==> src/rtl/enc_cfg_pkg.sv <==
package enc_cfg_pkg;
  localparam logic [7:0] OFS_ENABLE    = 8'h00;
  localparam logic [7:0] OFS_MASK_LO   = 8'h04;
  localparam logic [7:0] OFS_MASK_HI   = 8'h08;
  localparam logic [7:0] OFS_LOCK      = 8'h0C;
  localparam logic [7:0] OFS_REGION0   = 8'h10;
  localparam logic [7:0] REGION_STRIDE = 8'h10;
  localparam logic [7:0] OFS_ERR       = 8'h90;
  localparam int unsigned LOCK_MASK_BIT = 8;
  localparam int unsigned BASE_PRG_LSB  = 18;
  localparam int unsigned BASE_PRG_W    = 2;
endpackage

==> src/rtl/enc_cfg_region.sv <==
module enc_cfg_region #(
  parameter int unsigned ADDR_W = 8,
  parameter int unsigned DATA_W = 32,
  parameter logic [ADDR_W-1:0] SLOT_OFS = '0,
  parameter int unsigned PRG_LSB = 18,
  parameter int unsigned PRG_W = 2
) (
  input  logic                clk_i,
  input  logic                rst_ni,
  input  logic [ADDR_W-1:0]   addr_i,
  input  logic                wr_en_i,
  input  logic [DATA_W-1:0]   wdata_i,
  input  logic                lock_i,
  output logic [2*DATA_W-1:0] iv_o,
  output logic [DATA_W-1:0]   base_o,
  output logic [DATA_W-1:0]   subreg_o,
  output logic [DATA_W-1:0]   rd_data_o
);
  localparam logic [ADDR_W-1:0] OFS_IV_LO = SLOT_OFS;
  localparam logic [ADDR_W-1:0] OFS_IV_HI = SLOT_OFS + ADDR_W'(4);
  localparam logic [ADDR_W-1:0] OFS_BASE  = SLOT_OFS + ADDR_W'(8);
  localparam logic [ADDR_W-1:0] OFS_SUB   = SLOT_OFS + ADDR_W'(12);

  logic [DATA_W-1:0] iv_lo_q, iv_hi_q, sub_q;
  logic [PRG_W-1:0]  prg_q;
  logic              wr_ok;

  assign wr_ok = wr_en_i && !lock_i;

  always_ff @(posedge clk_i or negedge rst_ni) begin
    if (!rst_ni) begin
      iv_lo_q <= '0;
      iv_hi_q <= '0;
      prg_q   <= '0;
      sub_q   <= '0;
    end else if (wr_ok) begin
      if (addr_i == OFS_IV_LO) iv_lo_q <= wdata_i;
      if (addr_i == OFS_IV_HI) iv_hi_q <= wdata_i;
      if (addr_i == OFS_BASE)  prg_q   <= wdata_i[PRG_LSB +: PRG_W];
      if (addr_i == OFS_SUB)   sub_q   <= wdata_i;
    end
  end

  always_comb begin
    base_o = '0;
    base_o[PRG_LSB +: PRG_W] = prg_q;
  end

  assign iv_o     = {iv_hi_q, iv_lo_q};
  assign subreg_o = sub_q;

  // IV words are write-only
  always_comb begin
    if (addr_i == OFS_BASE)     rd_data_o = base_o;
    else if (addr_i == OFS_SUB) rd_data_o = sub_q;
    else                        rd_data_o = '0;
  end

  AST_REGION_LOCK_HOLD: assert property (@(posedge clk_i) disable iff (!rst_ni)
    lock_i |=> ($stable(iv_o) && $stable(base_o) && $stable(subreg_o)));
endmodule

==> src/rtl/enc_cfg_err.sv <==
module enc_cfg_err (
  input  logic clk_i,
  input  logic rst_ni,
  input  logic set_i,
  input  logic clr_i,
  output logic err_o
);
  logic err_q;

  // set wins over clear
  always_ff @(posedge clk_i or negedge rst_ni) begin
    if (!rst_ni)    err_q <= 1'b0;
    else if (set_i) err_q <= 1'b1;
    else if (clr_i) err_q <= 1'b0;
  end

  assign err_o = err_q;

  AST_ERR_SET: assert property (@(posedge clk_i) disable iff (!rst_ni)
    set_i |=> err_o);
  AST_ERR_CLR: assert property (@(posedge clk_i) disable iff (!rst_ni)
    (clr_i && !set_i) |=> !err_o);
  AST_ERR_KEEP: assert property (@(posedge clk_i) disable iff (!rst_ni)
    (!clr_i && !set_i) |=> $stable(err_o));
endmodule

==> src/rtl/enc_cfg_regs.sv <==
module enc_cfg_regs
  import enc_cfg_pkg::*;
#(
  parameter int unsigned NUM_REGIONS = 3,
  parameter int unsigned ADDR_W = 8,
  parameter int unsigned DATA_W = 32
) (
  input  logic                            clk_i,
  input  logic                            rst_ni,
  input  logic [ADDR_W-1:0]               addr_i,
  input  logic                            wr_en_i,
  input  logic [DATA_W-1:0]               wdata_i,
  input  logic                            rd_en_i,
  output logic [DATA_W-1:0]               rdata_o,
  input  logic                            err_set_i,
  output logic                            enc_en_o,
  output logic [2*DATA_W-1:0]             mask_o,
  output logic [NUM_REGIONS*2*DATA_W-1:0] iv_o,
  output logic [NUM_REGIONS*DATA_W-1:0]   base_o,
  output logic [NUM_REGIONS*DATA_W-1:0]   subreg_en_o,
  output logic                            err_o
);
  localparam logic [ADDR_W-1:0] A_ENABLE  = ADDR_W'(OFS_ENABLE);
  localparam logic [ADDR_W-1:0] A_MASK_LO = ADDR_W'(OFS_MASK_LO);
  localparam logic [ADDR_W-1:0] A_MASK_HI = ADDR_W'(OFS_MASK_HI);
  localparam logic [ADDR_W-1:0] A_LOCK    = ADDR_W'(OFS_LOCK);
  localparam logic [ADDR_W-1:0] A_ERR     = ADDR_W'(OFS_ERR);

  logic                   en_q, mask_lock_q;
  logic [DATA_W-1:0]      mask_lo_q, mask_hi_q, rdata_q, rd_next, lock_word;
  logic [NUM_REGIONS-1:0] region_lock_q;
  logic [DATA_W-1:0]      region_rd [NUM_REGIONS];
  logic                   err_clr;

  always_ff @(posedge clk_i or negedge rst_ni) begin
    if (!rst_ni) begin
      en_q          <= 1'b0;
      mask_lo_q     <= '0;
      mask_hi_q     <= '0;
      region_lock_q <= '0;
      mask_lock_q   <= 1'b0;
    end else if (wr_en_i) begin
      if (addr_i == A_ENABLE) en_q <= wdata_i[0];
      if (addr_i == A_MASK_LO && !mask_lock_q) mask_lo_q <= wdata_i;
      if (addr_i == A_MASK_HI && !mask_lock_q) mask_hi_q <= wdata_i;
      if (addr_i == A_LOCK) begin
        // lock bits only ever set
        region_lock_q <= region_lock_q | wdata_i[NUM_REGIONS-1:0];
        mask_lock_q   <= mask_lock_q | wdata_i[LOCK_MASK_BIT];
      end
    end
  end

  for (genvar g = 0; g < NUM_REGIONS; g++) begin : g_region
    localparam logic [ADDR_W-1:0] SLOT = ADDR_W'(OFS_REGION0) + ADDR_W'(REGION_STRIDE) * ADDR_W'(g);
    enc_cfg_region #(
      .ADDR_W  (ADDR_W),
      .DATA_W  (DATA_W),
      .SLOT_OFS(SLOT),
      .PRG_LSB (BASE_PRG_LSB),
      .PRG_W   (BASE_PRG_W)
    ) i_region (
      .clk_i    (clk_i),
      .rst_ni   (rst_ni),
      .addr_i   (addr_i),
      .wr_en_i  (wr_en_i),
      .wdata_i  (wdata_i),
      .lock_i   (region_lock_q[g]),
      .iv_o     (iv_o[g*2*DATA_W +: 2*DATA_W]),
      .base_o   (base_o[g*DATA_W +: DATA_W]),
      .subreg_o (subreg_en_o[g*DATA_W +: DATA_W]),
      .rd_data_o(region_rd[g])
    );
  end

  assign err_clr = wr_en_i && (addr_i == A_ERR) && wdata_i[0];

  enc_cfg_err i_err (
    .clk_i (clk_i),
    .rst_ni(rst_ni),
    .set_i (err_set_i),
    .clr_i (err_clr),
    .err_o (err_o)
  );

  always_comb begin
    lock_word = '0;
    lock_word[NUM_REGIONS-1:0] = region_lock_q;
    lock_word[LOCK_MASK_BIT]   = mask_lock_q;
  end

  always_comb begin
    rd_next = '0;
    for (int i = 0; i < NUM_REGIONS; i++) rd_next |= region_rd[i];
    if (addr_i == A_ENABLE) rd_next = {{(DATA_W-1){1'b0}}, en_q};
    if (addr_i == A_LOCK)   rd_next = lock_word;
    if (addr_i == A_ERR)    rd_next = {{(DATA_W-1){1'b0}}, err_o};
  end

  always_ff @(posedge clk_i or negedge rst_ni) begin
    if (!rst_ni)      rdata_q <= '0;
    else if (rd_en_i) rdata_q <= rd_next;
  end

  assign rdata_o  = rdata_q;
  assign enc_en_o = en_q;
  assign mask_o   = {mask_hi_q, mask_lo_q};

  AST_REGION_LOCK_STICKY: assert property (@(posedge clk_i) disable iff (!rst_ni)
    (|region_lock_q) |=> ((region_lock_q & $past(region_lock_q)) == $past(region_lock_q)));
  AST_MASK_LOCK_STICKY: assert property (@(posedge clk_i) disable iff (!rst_ni)
    mask_lock_q |=> mask_lock_q);
  AST_MASK_LOCK_HOLD: assert property (@(posedge clk_i) disable iff (!rst_ni)
    mask_lock_q |=> $stable(mask_o));
  AST_MASK_READ_ZERO: assert property (@(posedge clk_i) disable iff (!rst_ni)
    (rd_en_i && (addr_i == A_MASK_LO || addr_i == A_MASK_HI)) |=> (rdata_o == '0));
  AST_RDATA_HOLD: assert property (@(posedge clk_i) disable iff (!rst_ni)
    !rd_en_i |=> $stable(rdata_o));
endmodule

==> config.mk <==
export PLATFORM = sky130hd
export DESIGN_NAME = enc_cfg_regs
export DESIGN_NICKNAME = d
export VERILOG_FILES = /design/src/rtl/enc_cfg_pkg.sv /design/src/rtl/enc_cfg_region.sv /design/src/rtl/enc_cfg_err.sv /design/src/rtl/enc_cfg_regs.sv
export SDC_FILE = /design/constraint.sdc
export NUM_CORES = 1
export LEC_CHECK = 0
export BUFFER_PORTS_ARGS = -buffer_cell sky130_fd_sc_hd__buf_2
export CAP_MARGIN = 20
export CORE_UTILIZATION = 40
export CTS_CLUSTER_SIZE = 12
export DETAILED_ROUTE_END_ITERATION = 6
export GPL_ROUTABILITY_DRIVEN = 0
export PLACE_DENSITY_LB_ADDON = 0.1
export SYNTH_ARGS = -nofsm -noshare
export SYNTH_HDL_FRONTEND = slang
export SYNTH_SLANG_ARGS = --single-unit
==> constraint.sdc <==
create_clock -name clk_i -period 1.6 [get_ports clk_i]
set_input_delay 0.32 -clock clk_i [delete_from_list [all_inputs] [get_ports clk_i]]
set_output_delay 0.32 -clock clk_i [all_outputs]
set_load 0.01 [all_outputs]
* Yosys cells after proc, flatten, opt, wreduce, memory -nomap -nowiden
Cells that the tools add are included. W data, S select, Z words.
Storage, ports and cells: bits of input ports 45, output and inout port bits 482, flip-flop bits (word level) 396, logic and storage cells 79
Operators by class: reduce and logical (&&, ||, !) cells 29, equality and inequality tests 16, bitwise logic cells 4, muxes and demuxes 11
Operator list (count):
- $mux W32 | 9
- $eq A8 B6 Y1 const B | 8
- $or A32 B32 Y32 | 2
- $eq A8 B5 Y1 const B | 4
- $reduce_and A2 Y1 | 16
- $eq A8 B4 Y1 const B | 2
- $eq A8 B3 Y1 const B | 1
- $eq A8 B8 Y1 const B | 1
- $logic_not A8 Y1 | 1
- $logic_and A1 B1 Y1 | 7
- $logic_not A1 Y1 | 4
- $or A3 B3 Y3 | 1
- $mux W1 | 2
- $reduce_bool A2 Y1 | 1
- $or A1 B1 Y1 | 1

* Logic depth before layout (Yosys ltp)
Gate-level depths: netlist of run 1.
depth after elaboration 8, gate-level depth with buffers 7, mapped depth without buffers 4

* Cells and area by module
A second synthesis of run 1 with hierarchy kept.
Unflattened totals: cell total of the unflattened synthesis 1143, area total of the unflattened synthesis 17843.4 um^2
Modules (own cells, without submodules):
- enc_cfg_region (g_region[0].i_region ...) | times used 2, seq. area each 2452.4 um^2, cells an instance 287, area each 4599.4 um^2
- enc_cfg_regs | times used 1, seq. area each 2527.4 um^2, cells an instance 276, area each 4309.1 um^2
- enc_cfg_region (g_region[2].i_region) | times used 1, seq. area each 2452.4 um^2, cells an instance 290, area each 4299.1 um^2
- enc_cfg_err | times used 1, seq. area each 25.0 um^2, cells an instance 3, area each 36.3 um^2

* Least setup slack after synthesis of run 1
Ideal clock, no wire load.
kind input-to-reg, from in addr_i[5], to reg mask_hi_q[0], data arrival time 1.802 ns, path buffers 3, library setup time 0.125 ns, stages on the path 7, required time 1.475 ns, path slack -0.327 ns, cells stage by stage buf_4 -> nor4_4 -> nand2_1 -> or3_1 -> buf_2 -> buf_6 -> mux2_4
Between the ends: longest elaborated chain between the ends 3
RTL lines:
- start, declared | RTL line enc_cfg_regs.sv:10 | input logic [ADDR_W-1:0] addr_i,
- $eq A8 B4 Y1 | RTL line enc_cfg_regs.sv:45 | if (addr_i == A_MASK_HI && !mask_lock_q) mask_hi_q <= wdata_i;
- $logic_and A1 B1 Y1 | RTL line enc_cfg_regs.sv:45
- $reduce_and A2 Y1 (no line)
- end signal, assigned | RTL line enc_cfg_regs.sv:45
- end, declared | RTL line enc_cfg_regs.sv:30 | logic [DATA_W-1:0] mask_lo_q, mask_hi_q, rdata_q, rd_next, lock_word;
No other way between the ends. A chain may end at the register's enable or synchronous reset.

* Worst setup path after layout of run 1
from reg mask_lock_q, to reg mask_hi_q[27]
Between the ends: longest elaborated chain between the ends 3
RTL lines:
- start, declared | RTL line enc_cfg_regs.sv:29 | logic en_q, mask_lock_q;
- start signal, assigned | RTL line enc_cfg_regs.sv:49 | mask_lock_q <= mask_lock_q | wdata_i[LOCK_MASK_BIT];
- $logic_not A1 Y1 | RTL line enc_cfg_regs.sv:45
- $logic_and A1 B1 Y1 | RTL line enc_cfg_regs.sv:45
- $reduce_and A2 Y1 (no line)
No other way between the ends.

==> metrics, run 1 <==
Critical Path, Cell by Cell or3_2 > buf_4 > mux2_4; Tcrit/Tclk final roughly 100%; first-pass GRT wire length around 70 mm; sequential-to-total area share from yosys stat between 60% and 70%; clock latency on the worst-skew pair roughly 570 ps; chip height 204 um; CP required between 2000 and 2500 ps; Synth warnings 0; CTS tree built; post-layout min period between 1500 and 2000 ps; area delta synth->final 31.2%; worst hold path class input pin to register; post-synthesis cell type count 46; setup TNS 0 ps; post-synthesis instance area around 0.016 sq mm; routed vias/inst ~4.9; post-CTS setup buffers 0; type of origin of the critical path register; Post-Synthesis Cells between 1000 and 1500; placed inst area between 0.015 and 0.02 sq mm; Crit. End Element register; proportion of layout cells with a drive suffix above 1 59.4%; Total GRT Usage 22.9%; Max Fclk between 0.6 and 0.7 GHz; Max Buffers Root-to-Sink 3; CTS root buf clkbuf_16; clock sink count about 400; Synth top area share ~61%; syn_area_per_cell ~15 sq um; Worst path slowest cell or3_2; Design Area, Final between 0.02 and 0.025 sq mm; final-report hold violation count 0; wire per inst approximately 22 um; status finished clean; vias in the first global route approximately 11000; Leak about 0.012 uW; Compound-Gate Fraction of Synth Area approximately 4.5%; Post-Synth Adder-Cell Area 0%; maxcap violations 0; DP Worst Slack -601 ps; Die Width between 200 and 250 um; nets@finish roughly 1700; Worst-path clk slew 60 ps; CORE AREA approximately 0.04 sq mm; grt ovf 0; die footprint around 0.042 sq mm; Worst EP arrival just over 2000 ps; drc violations 0; #FFs+latches synth 396; routed wire length just under 50 mm; antenna-violating nets left 0; 1st-iter DRT viols 431; critical path type register to register; Crit path largest cell delay slightly above 500 ps; IO Port Bufs 436; final worst slack 5.69 ps; initial antenna violation count 3; Slew Viols, Final 0; pin count of the biggest net entering global routing 62; RSZ-0062 raised after global routing yes; Peak VDD IR 996 uV; area leader, netlist dfrtp_1; initial core utilization between 40% and 50%; Final HPWL DP between 30 and 40 mm; post-synthesis mux area share between 20% and 30%; CTS Buf Count 44; Final setup viols 0; simple-gate share of the synthesized area 1.90%; Slew Limit Headroom about two thirds; top cells by area, synth dfrtp_1 (61%), mux2_2 (16%), mux2_1 (6.7%); # rows between 70 and 80; PD cells about 1100 mW/mm^2; Filler cells around 3500; Inst Count DP approximately 2100; Non-Filler Instances between 2000 and 2500; routed vias 10700; H-tree levels 2; Tightest Pin Transition 514 ps; crit path max fanout 11; XOR/XNOR share of the synthesized area 0%; main combinational cell family by area after synthesis multiplexers; skew final 15.6 ps; Ports ~530; Pre-antenna DRT Iters 6
## layout make-up
type	count	area, sq um	share of cell area, %
clock inverters	12	149	0.694
flip-flops and latches	396	9910	46.2
inverters	31	116	0.542
multi-input cells	607	6050	28.2
repair buffers	530	3260	15.2
diodes	2	5.00	0.0233
clock buffers	68	1320	6.16
well taps	525	657	3.06
## per-layer routing
layer,global-route usage [%],wire length (um),up-vias
met1,30.4,20900,5481
met3,6.43,3610,78
li1,-,-,4748
met2,35.9,22300,369
met5,0,9,-
met4,8.26,1320,2
## cell usage after synthesis, drive strengths merged
| master | n |
|---|---|
| a31oi | 3 |
| inv | 31 |
| a21oi | 26 |
| mux2i | 2 |
| a22o | 26 |
| nor4b | 3 |
| or3 | 2 |
| nor4bb | 2 |
| and2 | 1 |
| mux2 | 363 |
| a21boi | 3 |
| or4 | 1 |
| clkbuf | 45 |
| o22a | 2 |
| dfrtp | 396 |
| nand4b | 1 |
| and3b | 1 |
| a222oi | 3 |
| nor2 | 4 |
| buf | 131 |
| o311ai | 1 |
| nor4 | 2 |
| conb | 1 |
| and4 | 1 |
| nor3 | 1 |
| nand4 | 1 |
| and3 | 1 |
| a22oi | 4 |
| o22ai | 31 |
| nor3b | 2 |
| and4b | 1 |
| nand2 | 17 |
| or3b | 1 |
| nand3 | 3 |
| a2111oi | 1 |
| a21o | 5 |
| o21ai | 1 |
| nor2b | 1 |
## path summary, 6_finish.rpt
check,start,to,slack [ps],cells after the start
worst max-delay path,mask_lock_q,mask_hi_q[27],6,3
worst min-delay path,wdata_i[5],g_region[1].i_region.iv_hi_q[5],160,2
worst max register to register,mask_lock_q,mask_hi_q[27],6,3
worst min register to register,region_lock_q[0],region_lock_q[0],480,1
max in group asynchronous,rst_ni,g_region[2].i_region.iv_lo_q[16],630,3
min in group asynchronous,rst_ni,g_region[1].i_region.iv_lo_q[22],240,2
## flip-flops by register name, indices dropped and copies added (netlist names)
| signal | flops |
|---|---|
| enc_en_o | 1 |
| g_region.i_region.iv_hi_q | 96 |
| g_region.i_region.iv_lo_q | 96 |
| g_region.i_region.prg_q | 6 |
| g_region.i_region.subreg_o | 96 |
| i_err.err_o | 1 |
| mask_hi_q | 32 |
| mask_lo_q | 32 |
| mask_lock_q | 1 |
| rdata_o | 32 |
| region_lock_q | 3 |
## worst max-delay path: cells and delay by family, from the launching register on
family | cells | cell delay (ps)
flops | 1 | 390
simple gates | 1 | 510
buf+inv | 1 | 230
mux | 1 | 320
## repair_timing
| item | 4_1_cts | 5_1_grt |
|---|---|---|
| gates resized for setup | 7 | 4 |
| endpoints found under the setup margin | 49 | 40 |
| hold endpoints to repair | 111 | 0 |
| hold buffers | 2 | 0 |
## power by group
part	total [uW]	internal (uW)	switching, uW
clock network	10200	6170	4070
registers	10700	10500	275
logic	2040	878	1160
total	23000	17500	5510
## cell usage in the layout, fill, tap and decap left out, types with 2 or more instances in the layout
| master | instances |
|---|---|
| buf_2 | 435 |
| dfrtp_1 | 396 |
| mux2_2 | 236 |
| mux2_4 | 120 |
| conb_1 | 90 |
| buf_4 | 62 |
| clkbuf_16 | 45 |
| inv_1 | 31 |
| o22ai_1 | 31 |
| buf_12 | 28 |
| a22o_1 | 26 |
| a21oi_1 | 26 |
| clkbuf_1 | 12 |
| clkbuf_8 | 11 |
| nand2_1 | 8 |
| mux2_1 | 7 |
| a21o_1 | 5 |
| nand2_4 | 5 |
| clkinv_2 | 5 |
| nor2_1 | 4 |
| a22oi_1 | 4 |
| nand2_2 | 4 |
| a31oi_1 | 3 |
| a222oi_1 | 3 |
| a21boi_0 | 3 |
| bufinv_16 | 3 |
| diode_2 | 2 |
| nor4b_2 | 2 |
| o22a_1 | 2 |
| mux2i_1 | 2 |
| nand3_1 | 2 |
| inv_6 | 2 |
| dlygate4sd3_1 | 2 |
| buf_8 | 2 |
## metrics by stage
stage          util (%)  total power (uW)  hold slack, ps
6_report           53.7             23000             156
3_5_place_dp       49.8             13000             241
2_1_floorplan         -             12000            24.4
3_3_place_gp       49.8             12900             241
5_1_grt            53.7             23900             160
4_1_cts            53.6             23300             129
## logic make-up (layout without fill, tap and decap cells)
logic type / Yosys count / in the layout
DFF: 396 / 396
muxes: 365 / 365
buffers and inverters: 207 / 641
AOI/OAI and AO/OA: 106 / 106
and+or+nand+nor: 46 / 46
other: 1 / 92
Power figures use the tool's default switching activity.
==> run 2, diff against run 1 <==
Settings changed: CTS_CLUSTER_DIAMETER set to 60, SETUP_SLACK_MARGIN set to 0.05.
==> run 2 against run 1 <==
Net effect: cell count decreased by 1.1%; total power is 6.8% lower; die area is the same; register-to-register slack improved by 90 ps; clock power shrank 15%; utilization shrank 0.69 points; clock skew up 10 ps; sequential share of layout area is 0.60 points higher; maximum frequency rose by 6.0%; first-iteration DRC count unchanged; via count down 0.31%; highest routed layer unchanged.
==> metrics, run 2 (same netlist as run 1, synthesis figures left out) <==
status finished clean; Max Buffers Root-to-Sink 3 (unchanged); P_int 16200 uW (-7.3%); clock share of power 40.5% (-4.0 points); maxcap violations 0 (unchanged); routed wire length 48.0 mm (-0.20%); wire per inst 22.4 um (+0.91%); CTS root buf clkbuf_16; Worst Setup EP g_region[1].i_region.iv_hi_q[6]; placed inst area 0.0199 sq mm (unchanged); initial core utilization 40.9% (unchanged); critical path type register to register; Die Width 204 um (unchanged); chip height 204 um (unchanged); antenna-violating nets left 0 (unchanged); nets@finish 1653 (-0.12%); Pre-antenna DRT Iters 6 (unchanged); proportion of layout cells with a drive suffix above 1 59.3% (-0.13 points); IO Port Bufs 436 (unchanged); PD cells 1010 mW/mm^2 (-5.5%); r2r setup slk 100 ps (+90 ps); drc violations 0 (unchanged); type of origin of the critical path register; CORE AREA 0.0400 sq mm (unchanged); Total GRT Usage 22.9% (about the same); R2R Path End g_region[1].i_region.iv_hi_q[6]; RSZ-0062 raised after global routing no; routed vias/inst 4.96 (+0.81%); first-pass GRT wire length 70.9 mm (-0.20%); worst hold path class input pin to register; WP depth 5 (+2); grt ovf 0 (unchanged); commonest non-fill, non-tap cells in the layout buf_2 (434), dfrtp_1 (396), mux2_2 (236); Max Fclk 0.665 GHz (+6.0%); CTS tree built; CP top delay family simple AND/OR/NAND/NOR gates; CP required 2040 ps (about the same); Ports 527 (unchanged); vias in the first global route 10700 (-0.93%); die footprint 0.0417 sq mm (unchanged); most common cell after layout, fill and taps aside buf_2; 1st-iter DRT viols 431 (unchanged); Peak VDD IR 786 uV (-21%); initial antenna violation count 3 (unchanged); Tcrit/Tclk final 94.0% (-5.6 points); Sequential Power Share 50.0% (+3.4 points); Final HPWL DP 35.1 mm (unchanged); clock latency on the worst-skew pair 570 ps (about the same); Worst-path clk slew 60 ps (about the same); Crit path largest cell delay 390 ps (-120 ps); Leak 0.0122 uW (-1.0%); post-layout min period 1500 ps (-89.8 ps); Inst Count DP 2087 (unchanged); skew final 25.9 ps (+10.3 ps); Worst EP arrival 1940 ps (-100 ps); Worst path slowest cell dfrtp_1; H-tree levels 2 (unchanged); Sw Share 24.4% (+0.42 points); R2R depth 5 (+2); Non-Filler Instances 2147 (-1.1%); Critical Path, Cell by Cell nor2_1 > and3_4 > nand2_2 > buf_12 > mux2_1; CTS Buf Count 40 (-9.1%); crit path max fanout 16 (+5); Design Area, Final 0.0212 sq mm (-1.3%); Final setup viols 0 (unchanged); Crit. End Element register; Worst R2R Start region_lock_q[1]; clock sink count 396 (unchanged); area delta synth->final 29.5%; routed vias 10600 (-0.31%); Critical Path Start region_lock_q[1]; pin count of the biggest net entering global routing 62 (unchanged); # rows 73 (unchanged); Slew Viols, Final 0 (unchanged); Net Switching 5230 uW (-5.1%); final-report hold violation count 0 (unchanged); logic gate share of total power 9.5% (+0.6 points); WP buf/inv 1 (unchanged)
run 2: changes by cell type in the layout (fill, tap and decap cells not counted), moves of 2 or more:
cell       change
clkinv_2       -4
clkbuf_16      -4
clkbuf_1       -8
clkbuf_8       -8
bufinv_16      -2
buf_6          +3
run 2: area by class of cell:
| cell class | instances | area, sq um |
|---|---|---|
| multi-input cells | 607 | 6060 |
| diodes | 3 | 7.51 |
| fillers | 3501 | 18800 |
| well taps | 525 | 657 |
| clock buffers | 48 | 1080 |
| repair buffers | 532 | 3300 |
| inverters | 31 | 116 |
| flip-flops and latches | 396 | 9910 |
| clock inverters | 5 | 61.3 |
run 2: power groups by stage:
stage	registers (uW)	clock network (uW)	logic, uW
final	10700	8690	2050
after global placement	10900	0	2050
after CTS	10700	8970	2090
after global routing	10800	9360	2230
after floorplan	11100	0	924
after detailed placement	10900	0	2070
run 2: per-stage QoR:
stage               util, %  hold WS (ps)  worst slack (ps)  TNS [ps]  power, uW
finish                 53.0           159              95.5         0      21500
global route           53.0           150              40.1         0      22400
CTS                    52.9           126              24.0         0      21800
detailed placement     49.8           241              -601   -121560      13000
global placement       49.8           241              -563   -116140      12900
floorplan                 -          24.4              -287    -59140      12000
run 2: worst min-delay path by stage:
stage | cells past startpoint | from | slack [ps] | to
after floorplan | 0 | rst_ni | 20 | enc_en_o
after detailed placement | 1 | rst_ni | 240 | g_region[1].i_region.iv_lo_q[22]
after global routing | 2 | wdata_i[17] | 150 | g_region[0].i_region.iv_hi_q[17]
after global placement | 1 | rst_ni | 240 | g_region[1].i_region.iv_lo_q[22]
final | 2 | wdata_i[16] | 160 | g_region[0].i_region.subreg_o[16]
after CTS | 2 | wdata_i[17] | 130 | g_region[0].i_region.subreg_o[17]
run 2: layer usage:
layer	GRT usage, %	part of all wire (%)	vias up
met5	0	0.019	-
met2	35.9	47	361
met3	7.13	7.8	66
li1	-	-	4734
met4	6.77	2.3	2
met1	30.4	43	5482
run 2: what timing repair did:
action / CTS / global route
endpoints found under the setup margin: 118 / 17
hold buffers: 2 / 0
setup buffers: 1 / 1
resized for setup: 19 / 2
hold endpoints to repair: 96 / 0
